--- src/rtl/dtp_pkg.sv ---
package dtp_pkg;
    localparam int IR_W = 2;
    localparam logic [IR_W-1:0] OP_EXTEST = 2'b00;
    localparam logic [IR_W-1:0] OP_SAMPLE = 2'b01;
    localparam logic [IR_W-1:0] OP_BYPASS = 2'b11;
    localparam logic [IR_W-1:0] IR_CAPT   = 2'b01;

    typedef enum logic [3:0] {
        ST_TLR, ST_RTI,
        ST_SEL_DR, ST_CAP_DR, ST_SH_DR, ST_EX1_DR, ST_PA_DR, ST_EX2_DR, ST_UPD_DR,
        ST_SEL_IR, ST_CAP_IR, ST_SH_IR, ST_EX1_IR, ST_PA_IR, ST_EX2_IR, ST_UPD_IR
    } tap_st_e;

    function automatic tap_st_e tap_next(input tap_st_e s, input logic m);
        case (s)
            ST_TLR:    return m ? ST_TLR    : ST_RTI;
            ST_RTI:    return m ? ST_SEL_DR : ST_RTI;
            ST_SEL_DR: return m ? ST_SEL_IR : ST_CAP_DR;
            ST_CAP_DR: return m ? ST_EX1_DR : ST_SH_DR;
            ST_SH_DR:  return m ? ST_EX1_DR : ST_SH_DR;
            ST_EX1_DR: return m ? ST_UPD_DR : ST_PA_DR;
            ST_PA_DR:  return m ? ST_EX2_DR : ST_PA_DR;
            ST_EX2_DR: return m ? ST_UPD_DR : ST_SH_DR;
            ST_UPD_DR: return m ? ST_SEL_DR : ST_RTI;
            ST_SEL_IR: return m ? ST_TLR    : ST_CAP_IR;
            ST_CAP_IR: return m ? ST_EX1_IR : ST_SH_IR;
            ST_SH_IR:  return m ? ST_EX1_IR : ST_SH_IR;
            ST_EX1_IR: return m ? ST_UPD_IR : ST_PA_IR;
            ST_PA_IR:  return m ? ST_EX2_IR : ST_PA_IR;
            ST_EX2_IR: return m ? ST_UPD_IR : ST_SH_IR;
            default:   return m ? ST_SEL_DR : ST_RTI;
        endcase
    endfunction
endpackage

--- src/rtl/dtp_tap_fsm.sv ---
module dtp_tap_fsm
    import dtp_pkg::*;
(
    input  logic    clk,
    input  logic    trst_n,
    input  logic    run,
    input  logic    tms,
    output tap_st_e st
);
    tap_st_e st_d, st_q;

    always_comb begin
        st_d = st_q;
        if (run) st_d = tap_next(st_q, tms);
    end

    always_ff @(posedge clk or negedge trst_n) begin
        if (!trst_n) st_q <= ST_TLR;
        else         st_q <= st_d;
    end

    assign st = st_q;

    // reset state is absorbing while the select pin stays high
    a_r2_tlr_hold: assert property (@(posedge clk) disable iff (!trst_n)
        (run && tms && st_q == ST_TLR) |=> (st_q == ST_TLR));
    // leaving Select-IR with the select pin high reaches reset
    a_r2_sel_ir_exit: assert property (@(posedge clk) disable iff (!trst_n)
        (run && tms && st_q == ST_SEL_IR) |=> (st_q == ST_TLR));
    // frozen while the pins serve the programming path
    a_r11_frozen: assert property (@(posedge clk) disable iff (!trst_n)
        (!run) |=> $stable(st_q));
endmodule

--- src/rtl/dtp_cap_cell.sv ---
module dtp_cap_cell (
    input  logic clk,
    input  logic rst_n,
    input  logic cap,
    input  logic shift,
    input  logic pi,
    input  logic si,
    output logic sq
);
    logic sh_d, sh_q;

    always_comb begin
        sh_d = sh_q;
        if (cap)        sh_d = pi;
        else if (shift) sh_d = si;
    end

    always_ff @(posedge clk or negedge rst_n) begin
        if (!rst_n) sh_q <= 1'b0;
        else        sh_q <= sh_d;
    end

    assign sq = sh_q;
endmodule

--- src/rtl/dtp_drv_cell.sv ---
module dtp_drv_cell (
    input  logic clk,
    input  logic rst_n,
    input  logic cap,
    input  logic shift,
    input  logic upd,
    input  logic pi,
    input  logic si,
    output logic sq,
    output logic uq
);
    logic up_d, up_q;

    dtp_cap_cell u_stage (
        .clk(clk), .rst_n(rst_n), .cap(cap), .shift(shift),
        .pi(pi), .si(si), .sq(sq)
    );

    always_comb begin
        up_d = up_q;
        if (upd) up_d = sq;
    end

    always_ff @(posedge clk or negedge rst_n) begin
        if (!rst_n) up_q <= 1'b0;
        else        up_q <= up_d;
    end

    assign uq = up_q;
endmodule

--- src/rtl/dtp_bs_chain.sv ---
module dtp_bs_chain #(
    parameter int N_IO = 4,
    parameter int N_IN = 2
) (
    input  logic            clk,
    input  logic            rst_n,
    input  logic            cap,
    input  logic            shift,
    input  logic            upd,
    input  logic            tdi,
    input  logic [N_IN-1:0] in_pad,
    input  logic [N_IO-1:0] io_pad,
    input  logic [N_IO-1:0] core_out,
    input  logic [N_IO-1:0] core_oe,
    output logic            scan_out,
    output logic [N_IO-1:0] upd_out,
    output logic [N_IO-1:0] upd_oe
);
    localparam int L = N_IN + 3 * N_IO;

    logic [L-1:0] sq;
    logic [L-1:0] si;

    assign si       = {tdi, sq[L-1:1]};
    assign scan_out = sq[0];

    for (genvar k = 0; k < N_IN; k++) begin : g_in
        dtp_cap_cell u_in (
            .clk(clk), .rst_n(rst_n), .cap(cap), .shift(shift),
            .pi(in_pad[k]), .si(si[k]), .sq(sq[k])
        );
    end

    for (genvar j = 0; j < N_IO; j++) begin : g_io
        localparam int B = N_IN + 3 * j;
        dtp_cap_cell u_pin (
            .clk(clk), .rst_n(rst_n), .cap(cap), .shift(shift),
            .pi(io_pad[j]), .si(si[B]), .sq(sq[B])
        );
        dtp_drv_cell u_dat (
            .clk(clk), .rst_n(rst_n), .cap(cap), .shift(shift), .upd(upd),
            .pi(core_out[j]), .si(si[B+1]), .sq(sq[B+1]), .uq(upd_out[j])
        );
        dtp_drv_cell u_en (
            .clk(clk), .rst_n(rst_n), .cap(cap), .shift(shift), .upd(upd),
            .pi(core_oe[j]), .si(si[B+2]), .sq(sq[B+2]), .uq(upd_oe[j])
        );
    end
endmodule

--- src/rtl/dual_test_port.sv ---
module dual_test_port
    import dtp_pkg::*;
#(
    parameter int N_IO   = 4,
    parameter int N_IN   = 2,
    parameter int PROG_W = 16
) (
    input  logic            mode_sel,
    input  logic            trst_n,
    input  logic            sclk,
    input  logic            ctl,
    input  logic            sdi,
    output logic            so,
    output logic            so_oe,
    input  logic [N_IN-1:0] in_pad,
    input  logic [N_IO-1:0] io_pad_in,
    input  logic [N_IO-1:0] core_out,
    input  logic [N_IO-1:0] core_oe,
    output logic [N_IO-1:0] pad_out,
    output logic [N_IO-1:0] pad_oe
);
    typedef struct packed {
        logic [IR_W-1:0] ir_sr;
        logic [IR_W-1:0] ir;
        logic            byp;
    } tst_t;

    typedef struct packed {
        logic [PROG_W-1:0] sr;
        logic              pm;
        logic              prev;
    } prg_t;

    typedef struct packed {
        logic d;
        logic oe;
    } tdo_t;

    tst_t    t_d, t_q;
    prg_t    p_d, p_q;
    tdo_t    o_d, o_q;
    tap_st_e st;

    logic            is_ext, is_smp, is_byp, bsel, bs_so;
    logic            bs_cap, bs_shift, bs_upd;
    logic [N_IO-1:0] upd_out, upd_oe;

    dtp_tap_fsm u_tap (
        .clk(sclk), .trst_n(trst_n), .run(mode_sel), .tms(ctl), .st(st)
    );

    assign is_ext = (t_q.ir == OP_EXTEST);
    assign is_smp = (t_q.ir == OP_SAMPLE);
    assign is_byp = !(is_ext || is_smp);
    assign bsel   = is_ext || is_smp;

    assign bs_cap   = mode_sel && bsel && (st == ST_CAP_DR);
    assign bs_shift = mode_sel && bsel && (st == ST_SH_DR);
    assign bs_upd   = mode_sel && bsel && (st == ST_UPD_DR);

    dtp_bs_chain #(.N_IO(N_IO), .N_IN(N_IN)) u_chain (
        .clk(sclk), .rst_n(trst_n), .cap(bs_cap), .shift(bs_shift), .upd(bs_upd),
        .tdi(sdi), .in_pad(in_pad), .io_pad(io_pad_in), .core_out(core_out),
        .core_oe(core_oe), .scan_out(bs_so), .upd_out(upd_out), .upd_oe(upd_oe)
    );

    // next values
    always_comb begin
        t_d = t_q;
        if (mode_sel) begin
            case (st)
                ST_TLR:    t_d.ir    = OP_BYPASS;
                ST_CAP_IR: t_d.ir_sr = IR_CAPT;
                ST_SH_IR:  t_d.ir_sr = {sdi, t_q.ir_sr[IR_W-1:1]};
                ST_UPD_IR: t_d.ir    = t_q.ir_sr;
                ST_CAP_DR: t_d.byp   = 1'b0;
                ST_SH_DR:  t_d.byp   = sdi;
                default:   ;
            endcase
        end

        p_d      = p_q;
        p_d.prev = mode_sel;
        p_d.pm   = !mode_sel && (p_q.pm || p_q.prev);
        if (!mode_sel && ctl) p_d.sr = {sdi, p_q.sr[PROG_W-1:1]};

        o_d.oe = (st == ST_SH_DR) || (st == ST_SH_IR);
        if (st == ST_SH_IR) o_d.d = t_q.ir_sr[0];
        else if (bsel)      o_d.d = bs_so;
        else                o_d.d = t_q.byp;
    end

    always_ff @(posedge sclk or negedge trst_n) begin
        if (!trst_n) t_q <= '{ir_sr: '0, ir: OP_BYPASS, byp: 1'b0};
        else         t_q <= t_d;
    end

    // programming state survives the test reset
    always_ff @(posedge sclk) begin
        p_q <= p_d;
    end

    always_ff @(negedge sclk or negedge trst_n) begin
        if (!trst_n) o_q <= '0;
        else         o_q <= o_d;
    end

    assign so      = mode_sel ? o_q.d  : p_q.sr[0];
    assign so_oe   = mode_sel ? o_q.oe : 1'b1;
    assign pad_out = is_ext ? upd_out : core_out;
    assign pad_oe  = p_q.pm ? '0 : (is_ext ? upd_oe : core_oe);

    // a sampled fall of the select pin enters programming mode
    a_r10_enter: assert property (@(posedge sclk) disable iff (!trst_n)
        $fell(mode_sel) |=> p_q.pm);
    // programming mode releases no pad enable
    a_r10_hiz: assert property (@(posedge sclk) disable iff (!trst_n)
        p_q.pm |-> (pad_oe == '0));
    // scan output enabled only in the two shift states
    a_r8_oe_shift: assert property (@(posedge sclk) disable iff (!trst_n)
        (mode_sel && so_oe) |-> (st == ST_SH_DR || st == ST_SH_IR));
    // an undefined code taken at Update-IR gives the bypass path
    a_r4_undef_byp: assert property (@(posedge sclk) disable iff (!trst_n)
        (mode_sel && st == ST_UPD_IR && t_q.ir_sr != OP_EXTEST && t_q.ir_sr != OP_SAMPLE)
        |=> is_byp);
    // programming register holds when shifting is not enabled
    a_r9_hold: assert property (@(posedge sclk) disable iff (!trst_n)
        (!mode_sel && !ctl) |=> $stable(p_q.sr));
endmodule

--- config.mk ---
export PLATFORM = sky130hd
export DESIGN_NAME = dual_test_port
export DESIGN_NICKNAME = d
export VERILOG_FILES = /design/src/rtl/dtp_pkg.sv /design/src/rtl/dtp_tap_fsm.sv /design/src/rtl/dtp_cap_cell.sv /design/src/rtl/dtp_drv_cell.sv /design/src/rtl/dtp_bs_chain.sv /design/src/rtl/dual_test_port.sv
export SDC_FILE = /design/constraint.sdc
export NUM_CORES = 1
export LEC_CHECK = 0
export ABC_AREA = 1
export ABC_CLOCK_PERIOD_IN_PS = 1700
export BUFFER_PORTS_ARGS = -buffer_cell sky130_fd_sc_hd__buf_2
export CORE_MARGIN = 3
export CORE_UTILIZATION = 50
export DETAILED_ROUTE_END_ITERATION = 8
export PLACE_DENSITY_LB_ADDON = 0.25
export SLEW_MARGIN = 5
export SYNTH_ARGS = -nofsm -noshare
export SYNTH_HDL_FRONTEND = slang
export SYNTH_SLANG_ARGS = --single-unit
--- constraint.sdc ---
create_clock -name sclk -period 1.7 [get_ports sclk]
set_clock_uncertainty 0.15 [all_clocks]
set_input_delay 0 -clock sclk [delete_from_list [all_inputs] [get_ports sclk]]
set_output_delay 0 -clock sclk [all_outputs]
set_load 0.1 [all_outputs]
==> results.toml <==
[status]
violations = "negative setup slack"
status = "finished, violations left"

[critical_path]
reg2reg_to = "o_q[1]"
slowest_delay_ns = 0.33
crit_type = "flip-flop to output port"
ff2ff_path_depth = 4
worstSetupStartpointType = "flip-flop"
crit_start = "o_q[0]"
r2r-start = "u_tap.st[2]"
cp_num_buf_inv = 1
crit_chain = "or2_4 > buf_12"
crit_path_max_fanout = 1
critPathCaptureType = "output port"
critPathTopFamily = "flip-flops"
r2r_slack_ns = -0.24
cp.required_ns = 1.55
cpMaxStageDelayCell = "dfrtn_1"
worst_ep_arrival_time_ns = 1.88

[floorplan]
die_w_um = 75.30
dieArea_um2 = 5669
design.portCount = 29
std_cell_rows = 24
die_y_um = 75.30
core_um2 = 4504
initial_core_util_pct = 53.31

[routing]
routed_via_density = 5.502
first_pass_iters = 4
drtIter0Drc = 152
final_antenna_net_count = 0
vias = 2278
drt_wl_total_mm = 6.526
drc = 0
wl_per_cell_um = 15.76

[layout]
post-route-util_pct = 79.50
drive_gt1_share_pct = 37.02
final_common_cell = "nand2_1"
antenna_cells_inserted = 0
layout_common_cells = "nand2_1, dfrtp_1, buf_4"
fillCellCount = 262
nets = 380
areaGrowthSynthToFinish_pct = 49.14

[global_route]
overflow = 0
track_usage_pct = 22.72
grt_pass1_wl_mm = 9.597
first_global_vias = 2009
grt_max_degree = 18
antenna_found_initial = 0

[yosys]
ys_seq_area_share_pct = 56.18
synth_area_per_cell_um2 = 8.668
synth_enable_flop_cells = 16
syn_nets = 296
ys_ff_latch = 51
syn_inst = 277
synthArstFlopShare_pct = 64.71
ys.flop_type = "dfrtp_1"
synthDistinctLibCells = 32
syn-cell-area_um2 = 2401
yosysWarnings = 0

[power_and_ir_drop]
leakagePower_uw = 0.001683
p_per_area_nw_per_um2 = 1271
ir_worst_vdd_mv = 0.7639

[sta]
rsz0062_at_grt = "true"
whs_ns = 0.1130
setup_viol = 7
hold_viol_final = 0
tns_ns = -1.168
slew_headroom_pct = 75.49
setup_slack_ns = -0.3273
slew_viol_final = 0
worst_pin_slew_ns = 0.3648

[clocking]
cts_tree = "yes"
clockBufferDepth = 2
clkSinkCount = 51
cts_inserted_buffers = 5
clock_latency_ns = 0.30
cts-root-buf = "clkbuf_8"
cts-htree-levels = 2
clkTransAtPathRegs_ns = 0.09

[hold_path]
worstHoldPathType = "input pin to asynchronous set/reset pin"

[job]
drv_cap = 0

[place]
place_congestion = 0.9248
dp_slack_ns = -0.2128
dp_hpwl_mm = 4.110
port_buffers = 28
-- worst max-delay path by stage --
stage / endpoint / slack (ns) / cells after the start
detailed placement: o_q[1] / -0.21 / 4
global route: so / -0.36 / 3
global placement: o_q[1] / -0.19 / 4
floorplan: o_q[1] / -0.29 / 5
CTS: so_oe / -0.34 / 2
finish: so_oe / -0.33 / 2
-- flip-flops by register name (all words and copies together), names as in the netlist --
register	flops
p_q	18
t_q	5
u_chain.g_io.u_dat.u_stage.sq	4
u_chain.g_io.u_dat.uq	4
u_chain.g_io.u_en.u_stage.sq	4
u_chain.g_io.u_en.uq	4
u_chain.g_io.u_pin.sq	4
u_tap.st	4
o_q	2
u_chain.g_in.u_in.sq	2
-- cells by family (layout without fill, tap and decap cells) --
logic type             Yosys count  after routing  share of synthesized area, %
buffers and inverters           33            118                         6.149
AO/OA/AOI/OAI                   53             53                         12.61
AND/OR/NAND/NOR                140            140                         25.07
flip-flops                      51             51                         56.18
-- report_power, final --
group	switching (uW)	internal [uW]
clock network	399	290
logic	1190	893
registers	214	1570
total	1800	2750
-- through the flow --
stage               cell area [um2]  power, uW  instances
floorplan                      2489       2855        277
global route                   3581       4820        414
CTS                            3376       4252        408
finish                         3581       4553        414
detailed placement             3010       3467        378
global placement               3010       3423        378
-- worst reg2reg max path, cell delays in order (launching register included) --
cell and delay (ns):
dfrtp_2 0.45, nor2_4 0.15, nand2_4 0.07, nor2_2 0.07, a31oi_1 0.04
-- layout make-up --
cell class	instances	area (um2)	share of cell area, %
clock inverter	3	18.77	0.5241
clock buffer	5	68.82	1.922
multi-input combinational	193	1107	30.92
tap	52	65.06	1.817
timing repair buffer	85	855.8	23.90
inverter	25	113.9	3.180
sequential	51	1351	37.74
-- cells in the mapped netlist (2+ instances only) --
library cell | instances | share of area, %
nor2_1 | 35 | 5.5
a31oi_1 | 7 | 1.8
buf_2 | 4 | 0.83
edfxtp_1 | 16 | 20
buf_6 | 2 | 0.94
dfrtn_1 | 2 | 2.1
a22oi_1 | 2 | 0.63
inv_2 | 5 | 0.78
dfxtp_1 | 2 | 1.7
dfstp_2 | 2 | 2.2
nor2_2 | 2 | 0.52
o21ai_0 | 27 | 5.6
nand3_1 | 9 | 1.9
o22ai_1 | 2 | 0.52
nand4_1 | 6 | 1.6
dfrtp_1 | 29 | 30
inv_1 | 20 | 3.1
nor2_4 | 2 | 0.94
nand2_1 | 80 | 13
o21ai_2 | 2 | 0.73
o21ai_1 | 10 | 2.1
-- per-layer routing --
| metal | share of wire (%) | track usage [%] | vias to the layer above | routed length, um |
|---|---|---|---|---|
| li1 | - | - | 1087 | - |
| met4 | 1.6 | 6.214 | 0 | 107 |
| met5 | 0 | 0 | - | 0 |
| met1 | 43 | 30.97 | 1096 | 2829 |
| met2 | 50 | 37.01 | 84 | 3252 |
| met3 | 5.2 | 4.749 | 11 | 338 |
-- repair_timing --
action	in CTS	in global routing
hold buffers	19	0
pin swaps	6	14
endpoints found under the hold margin	54	0
gates resized for setup	23	44
setup endpoints to repair	13	34
cloned	0	1
buffers inserted	3	7
No activity file was read; power rests on OpenSTA's default activity.
